## config.mk

```make
export PLATFORM = sky130hd
export DESIGN_NAME = mtimer_core
export DESIGN_NICKNAME = d
export VERILOG_FILES = /design/src/rtl/mtmr_pkg.sv /design/src/rtl/mtmr_regs.sv /design/src/rtl/mtmr_tick.sv /design/src/rtl/mtmr_irq.sv /design/src/rtl/mtimer_core.sv
export SDC_FILE = /design/constraint.sdc
export NUM_CORES = 1
export LEC_CHECK = 0
export ABC_AREA = 1
export BUFFER_PORTS_ARGS = -buffer_cell sky130_fd_sc_hd__buf_2
export CAP_MARGIN = 20
export CORE_MARGIN = 2
export CORE_UTILIZATION = 42
export CTS_CLUSTER_DIAMETER = 40
export DETAILED_ROUTE_END_ITERATION = 12
export GPL_TIMING_DRIVEN = 0
export PLACE_DENSITY_LB_ADDON = 0.05
export SLEW_MARGIN = 20
export SYNTH_ARGS = -nofsm -noshare
export SYNTH_HDL_FRONTEND = slang
export SYNTH_SLANG_ARGS = --single-unit
```

## constraint.sdc

```tcl
create_clock -name clk -period 2.25 [get_ports clk]
set_clock_uncertainty 0.05 [all_clocks]
set_input_delay 0.45 -clock clk [delete_from_list [all_inputs] [get_ports clk]]
set_output_delay 0.45 -clock clk [all_outputs]
set_load 0.03 [all_outputs]
```

## src/rtl/mtmr_pkg.sv

```systemverilog
// Shared constants for the compare timer: register byte offsets of the
// bus window. Assumes a 10-bit byte address and 32-bit word access.
package mtmr_pkg;
    localparam int ADDR_W = 10;
    localparam int DATA_W = 32;

    localparam logic [ADDR_W-1:0] OFS_ALERT    = 10'h000;
    localparam logic [ADDR_W-1:0] OFS_RUN      = 10'h004;
    localparam logic [ADDR_W-1:0] OFS_CFG      = 10'h100;
    localparam logic [ADDR_W-1:0] OFS_CNT_LO   = 10'h104;
    localparam logic [ADDR_W-1:0] OFS_CNT_HI   = 10'h108;
    localparam logic [ADDR_W-1:0] OFS_CMP_LO   = 10'h10C;
    localparam logic [ADDR_W-1:0] OFS_CMP_HI   = 10'h110;
    localparam logic [ADDR_W-1:0] OFS_EN       = 10'h114;
    localparam logic [ADDR_W-1:0] OFS_STATUS   = 10'h118;
    localparam logic [ADDR_W-1:0] OFS_TEST     = 10'h11C;
endpackage

```

## src/rtl/mtmr_regs.sv

```systemverilog
// Register file and bus decode. Holds run, config, compare and enable.
// Produces one-cycle strobes for the status clear and the test set.
// Returns read data registered one cycle after a read request.
// Assumes one request per cycle and full-word accesses. Any address
// that is not one of the defined offsets is treated as unmapped.
module mtmr_regs
    import mtmr_pkg::*;
#(
    parameter int PRESCALE_W = 12,
    parameter int STEP_W     = 8,
    parameter int STEP_LSB   = 16,
    localparam int CNT_W     = 2 * DATA_W
) (
    input  logic                  clk,
    input  logic                  rst_n,
    input  logic                  req_valid,
    input  logic                  req_write,
    input  logic [ADDR_W-1:0]     req_addr,
    input  logic [DATA_W-1:0]     req_wdata,
    input  logic [CNT_W-1:0]      cnt_val,
    input  logic                  status_bit,
    output logic [DATA_W-1:0]     rsp_rdata,
    output logic                  run_bit,
    output logic [PRESCALE_W-1:0] prescale,
    output logic [STEP_W-1:0]     step,
    output logic [CNT_W-1:0]      cmp_val,
    output logic                  en_bit,
    output logic                  clr_strobe,
    output logic                  test_strobe
);
    logic          wr_req;
    logic          rd_req;
    logic [DATA_W-1:0] rd_mux;

    assign wr_req = req_valid && req_write;
    assign rd_req = req_valid && !req_write;

    // Write strobes for the status and test registers.
    assign clr_strobe  = wr_req && (req_addr == OFS_STATUS) && req_wdata[0];
    assign test_strobe = wr_req && (req_addr == OFS_TEST)   && req_wdata[0];

    // Store written fields into the writable registers.
    always_ff @(posedge clk) begin
        if (!rst_n) begin
            run_bit  <= 1'b0;
            prescale <= '0;
            step     <= STEP_W'(1);
            cmp_val  <= '1;
            en_bit   <= 1'b0;
        end else if (wr_req) begin
            unique case (req_addr)
                OFS_RUN:    run_bit  <= req_wdata[0];
                OFS_CFG: begin
                    prescale <= req_wdata[PRESCALE_W-1:0];
                    step     <= req_wdata[STEP_LSB +: STEP_W];
                end
                OFS_CMP_LO: cmp_val[DATA_W-1:0]     <= req_wdata;
                OFS_CMP_HI: cmp_val[CNT_W-1:DATA_W] <= req_wdata;
                OFS_EN:     en_bit   <= req_wdata[0];
                default:    ;
            endcase
        end
    end

    // Select the read value for the addressed register.
    always_comb begin
        rd_mux = '0;
        unique case (req_addr)
            OFS_RUN:    rd_mux[0] = run_bit;
            OFS_CFG: begin
                rd_mux[PRESCALE_W-1:0]      = prescale;
                rd_mux[STEP_LSB +: STEP_W]  = step;
            end
            OFS_CNT_LO: rd_mux = cnt_val[DATA_W-1:0];
            OFS_CNT_HI: rd_mux = cnt_val[CNT_W-1:DATA_W];
            OFS_CMP_LO: rd_mux = cmp_val[DATA_W-1:0];
            OFS_CMP_HI: rd_mux = cmp_val[CNT_W-1:DATA_W];
            OFS_EN:     rd_mux[0] = en_bit;
            OFS_STATUS: rd_mux[0] = status_bit;
            default:    rd_mux = '0;
        endcase
    end

    // Register read data, zero when no read was requested.
    always_ff @(posedge clk) begin
        if (!rst_n) rsp_rdata <= '0;
        else        rsp_rdata <= rd_req ? rd_mux : '0;
    end
endmodule

```

## src/rtl/mtmr_tick.sv

```systemverilog
// Prescale divider and 64-bit tick counter. While run is high, the
// divider counts 0..prescale, and on the wrap edge the counter adds
// step. Both hold while run is low. Assumes the config is stable
// across a wrap (a change is picked up on the next edge).
module mtmr_tick #(
    parameter int PRESCALE_W = 12,
    parameter int STEP_W     = 8,
    parameter int CNT_W      = 64
) (
    input  logic                  clk,
    input  logic                  rst_n,
    input  logic                  run_bit,
    input  logic [PRESCALE_W-1:0] prescale,
    input  logic [STEP_W-1:0]     step,
    output logic [CNT_W-1:0]      cnt_val,
    output logic [PRESCALE_W-1:0] pre_val
);
    logic wrap;

    assign wrap = (pre_val == prescale);

    // Advance the divider and the counter while running.
    always_ff @(posedge clk) begin
        if (!rst_n) begin
            pre_val <= '0;
            cnt_val <= '0;
        end else if (run_bit) begin
            if (wrap) begin
                pre_val <= '0;
                cnt_val <= cnt_val + {{(CNT_W-STEP_W){1'b0}}, step};
            end else begin
                pre_val <= pre_val + 1'b1;
            end
        end
    end
endmodule

```

## src/rtl/mtmr_irq.sv

```systemverilog
// Compare and interrupt logic. The raw line follows run && cmp <= cnt
// and ignores the enable. The sticky status bit is set by a hit or a
// test strobe while enabled, and is cleared by a write-one strobe.
// A set and a clear in the same cycle leave the bit set.
module mtmr_irq #(
    parameter int CNT_W = 64
) (
    input  logic             clk,
    input  logic             rst_n,
    input  logic             run_bit,
    input  logic [CNT_W-1:0] cmp_val,
    input  logic [CNT_W-1:0] cnt_val,
    input  logic             en_bit,
    input  logic             clr_strobe,
    input  logic             test_strobe,
    output logic             irq_mtimer,
    output logic             irq_periph,
    output logic             status_bit
);
    logic hit;

    // Unsigned 64-bit compare, gated by the run bit.
    assign hit        = run_bit && (cmp_val <= cnt_val);
    assign irq_mtimer = hit;
    assign irq_periph = status_bit && en_bit;

    // Sticky status: a set has priority over a clear.
    always_ff @(posedge clk) begin
        if (!rst_n)                          status_bit <= 1'b0;
        else if (en_bit && (hit || test_strobe)) status_bit <= 1'b1;
        else if (clr_strobe)                 status_bit <= 1'b0;
    end
endmodule

```

## src/rtl/mtimer_core.sv

```systemverilog
// Top of the compare timer: a register bus front end, the tick counter
// and the compare/interrupt logic. Assumes a single clock and a
// synchronous active-low reset.
module mtimer_core
    import mtmr_pkg::*;
#(
    parameter int PRESCALE_W = 12,
    parameter int STEP_W     = 8,
    parameter int STEP_LSB   = 16
) (
    input  logic              clk,
    input  logic              rst_n,
    input  logic              req_valid,
    input  logic              req_write,
    input  logic [ADDR_W-1:0] req_addr,
    input  logic [DATA_W-1:0] req_wdata,
    output logic [DATA_W-1:0] rsp_rdata,
    output logic              irq_mtimer,
    output logic              irq_periph
);
    localparam int CNT_W = 2 * DATA_W;

    logic                  run_bit;
    logic [PRESCALE_W-1:0] prescale;
    logic [STEP_W-1:0]     step;
    logic [CNT_W-1:0]      cmp_val;
    logic [CNT_W-1:0]      cnt_val;
    logic [PRESCALE_W-1:0] pre_val;
    logic                  en_bit;
    logic                  status_bit;
    logic                  clr_strobe;
    logic                  test_strobe;

    mtmr_regs #(
        .PRESCALE_W(PRESCALE_W), .STEP_W(STEP_W), .STEP_LSB(STEP_LSB)
    ) u_regs (
        .clk(clk), .rst_n(rst_n),
        .req_valid(req_valid), .req_write(req_write),
        .req_addr(req_addr), .req_wdata(req_wdata),
        .cnt_val(cnt_val), .status_bit(status_bit),
        .rsp_rdata(rsp_rdata), .run_bit(run_bit),
        .prescale(prescale), .step(step), .cmp_val(cmp_val),
        .en_bit(en_bit), .clr_strobe(clr_strobe), .test_strobe(test_strobe)
    );

    mtmr_tick #(
        .PRESCALE_W(PRESCALE_W), .STEP_W(STEP_W), .CNT_W(CNT_W)
    ) u_tick (
        .clk(clk), .rst_n(rst_n), .run_bit(run_bit),
        .prescale(prescale), .step(step),
        .cnt_val(cnt_val), .pre_val(pre_val)
    );

    mtmr_irq #(.CNT_W(CNT_W)) u_irq (
        .clk(clk), .rst_n(rst_n), .run_bit(run_bit),
        .cmp_val(cmp_val), .cnt_val(cnt_val), .en_bit(en_bit),
        .clr_strobe(clr_strobe), .test_strobe(test_strobe),
        .irq_mtimer(irq_mtimer), .irq_periph(irq_periph),
        .status_bit(status_bit)
    );
endmodule

```

==> summary.md <==
| Metric | Value |
|---|---|
| Global-route wire length before repair | `69490 µm` |
| Element type at the critical path start | `flip-flop` |
| Final Core Density | `52.23%` |
| Number of detailed-routing iterations run before antenna repair | `8` |
| Floorplan die height | `169.4 µm` |
| Area of the die | `28700 µm²` |
| Number of buffers inserted during clock tree synthesis | `17` |
| CP max stage cell | `sky130_fd_sc_hd__dfxtp_4` |
| Violation count after the first detailed-routing iteration | `1298` |
| Highest achievable clock rate | `333.7 MHz` |
| Number of synthesized flops with an enable pin | `0` |
| Setup Slack @ Placement | `-0.7781 ns` |
| Number of synthesis warnings | `0` |
| Clock net sink count | `195` |
| GRT overflow | `0` |
| Hold_buf cts | `0` |
| Number of unique standard cell types used by synthesis | `41` |
| Synth Instances | `1693` |
| Clock latency of the later-clocked register in the worst-skew pair | `0.46 ns` |
| IR drop worst, VDD | `432.1 µV` |
| Relative slew slack | `46.31%` |
| Die Wd | `169.4 µm` |
| Cell Area, Placed | `12310 µm²` |
| Cell area after layout | `14040 µm²` |
| Via count | `12230` |
| Maximum fanout count along the critical path | `2` |
| Failing checks | `negative setup slack` |
| Total inserted antenna cells | `0` |
| Number of buffers on the longest clock path | `2` |
| Top flip-flop cell by instance count after synthesis | `sky130_fd_sc_hd__dfxtp_1` |
| Clock tree from TritonCTS | `done` |
| Run status | `complete, but fails checks` |
| Final number of max-transition violations | `0` |
| Flip-flop and latch count after synthesis | `195` |
| Crit-path cells | `clkinvlp_4 -> ha_4 -> nand4_1 -> nor2_2 -> nand3b_1 -> nor2_2 -> nand4_1 -> nand2_2 -> nand2_2 -> inv_2 -> buf_6` |
| Average cell area after synthesis | `6.787 µm²` |
| Layout overhead on the synthesized area | `22.18%` |
| Total setup violations reported at the end of the flow | `9` |
| Half-perimeter wire length after placement | `36830 µm` |
| Asr flop ratio synth | `0%` |
| Via/cell ratio | `5.617` |
| Least setup slack across all paths after layout | `-0.7464 ns` |
| Leakage power | `5.475 nW` |
| Antenna Nets Post-Route | `0` |
| Maximum number of pins on one net before global-route repair | `20` |
| Wire length after detailed routing | `46950 µm` |
| Category of the worst setup path capture point | `primary output` |
| Setup repair after global routing missed its margin | `true` |
| Area of the core region | `26880 µm²` |
| # port buffers | `78` |
| Number of top-level pins | `80` |
| Post-layout minimum cycle time | `2.996 ns` |
| Worst Hold Class | `primary input to flip-flop` |
| Post-DR wirelength/cell | `21.57 µm` |
| Worst EP required | `1.75 ns` |
| Worst Path Class, Setup | `flip-flop to primary output` |
| CTS root buffer | `sky130_fd_sc_hd__clkbuf_16` |
| Reg2reg setup slack | `-0.10 ns` |
| Post-route fraction of the period consumed by the critical path | `133.2%` |
| Placement row count | `60` |
| Clock-pin slew on the worst setup and hold paths | `0.08 ns` |
| Actual transition at the worst max-transition pin | `0.8053 ns` |
| Starting density of the core | `42.75%` |
| Slowest stage delay, CP | `0.37 ns` |
| Power density normalized to cell area | `474.3 nW/µm²` |
| Post-Syn Nets | `1813` |
| Global Route Usage Sum | `32.75%` |
| Arrival time reported for the critical path endpoint | `2.50 ns` |
| Clock H-tree levels | `4` |
| Sequential-to-total area share from yosys stat | `33.98%` |
| Residual DRC | `0` |
| Worst hold slack across all endpoints | `0.1724 ns` |
| Placer's final routability congestion estimate | `0.9982` |
| Endpoints failing hold | `0` |
| Fin nets | `1944` |
| Share of cells above drive strength 1 | `19.44%` |
| Antenna violations before repair | `0` |
| # Max-Cap Violations | `0` |
| Cell area after synthesis | `11490 µm²` |
| Summed negative setup slack over all endpoints | `-1.164 ns` |
| Vias in the first global route | `11410` |
timing repair:
item / in CTS / in global routing
endpoints found under the setup margin: 86 / 165
gates resized for setup: 120 / 136
gates cloned: 0 / 0
buffers inserted: 25 / 17
pin swaps: 20 / 35
final cells by class:
type                       count  area [µm²]
fill                        2786       12840
multi-input combinational   1245        7247
sequential                   195        4024
timing repair buffer         119       728.2
inverter                     186       711.9
clock buffer                  21       470.5
tap                          341       426.7
buffer                        60       330.3
clock inverter                10       100.1
sequential cells by signal, indices dropped and copies added (netlist names):
name and count:
u_regs.prescale 12, u_regs.step 8, u_regs.rsp_rdata 32, u_regs.cmp_val 64
u_irq.status_bit 1, u_regs.run_bit 1, u_tick.cnt_val 64, u_regs.en_bit 1
u_tick.pre_val 12
path summary, 6_finish.rpt:
kind	startpoint	end	cells past startpoint
setup / recovery	u_tick.cnt_val[45]	irq_mtimer	11
hold / removal	req_wdata[28]	u_regs.cmp_val[28]	3
hold reg to reg	u_regs.en_bit	u_irq.status_bit	2
setup reg to reg	u_tick.cnt_val[0]	u_tick.cnt_val[62]	16
stage by stage:
step	cells	total power [mW]
after floorplan	1693	3.595
after global placement	2112	3.697
after detailed placement	2112	3.697
after CTS	2161	6.688
after global routing	2177	6.832
final	2177	6.659
power breakdown:
part / leakage (nW) / internal [mW] / total (mW) / switching, mW
clock network: 0.273 / 1.62 / 3.06 / 1.44
logic: 3.60 / 0.0470 / 0.177 / 0.130
registers: 1.61 / 3.42 / 3.42 / 0.000853
placed cells by master, fill, tap and decap left out, drive strengths merged:
cell	n
or2	4
clkinv	5
buf	137
o211ai	9
nand3	109
o21bai	2
nand2	512
ha	73
o21ai	57
nand4	47
clkbuf	63
fa	1
or3	1
a21o	2
bufinv	1
a21oi	135
xnor2	3
a41oi	10
a221oi	20
nor3	40
o221ai	2
xor2	60
nor4	13
o22ai	16
o21a	7
clkinvlp	5
a211oi	4
a31oi	2
nor3b	1
inv	185
nand3b	1
nor2	114
dfxtp	195
synthesized netlist by cell type (all sizes together) (20+ instances only):
| library cell | number | area [µm²] |
|---|---|---|
| nor2 | 114 | 432.9 |
| nor3 | 40 | 225.2 |
| dfxtp | 195 | 3904 |
| o21ai | 57 | 292.8 |
| nand4 | 47 | 294.0 |
| xor2 | 60 | 525.5 |
| ha | 73 | 913.4 |
| nand2 | 512 | 1922 |
| nand3 | 109 | 550.5 |
| a21oi | 135 | 675.7 |
| inv | 185 | 694.4 |
| clkbuf | 49 | 183.9 |
| a221oi | 20 | 175.2 |
per-layer routing:
metal / track usage, % / part of all wire, %
met5: 0 / 0
met4: 11.56 / 3.4
met1: 43.61 / 43
met2: 53.54 / 46
met3: 5.620 / 8.2
worst max-delay path: cells and delay by family, from the launching register on:
family / cells / cell delay, ns
flip-flops: 1 / 0.37
AND/OR/NAND/NOR: 7 / 1.04
adder cells (fa/ha/maj): 1 / 0.29
buffers and inverters: 3 / 0.33
cells by family after synthesis:
family          after synthesis  synth area share, %
buf+inv                     253                8.614
simple gates                842                31.02
flops                       195                33.98
xor+xnor                     63                4.802
fa+ha+maj                    74                8.124
compound gates              266                13.46
Power figures use the tool's default switching activity.
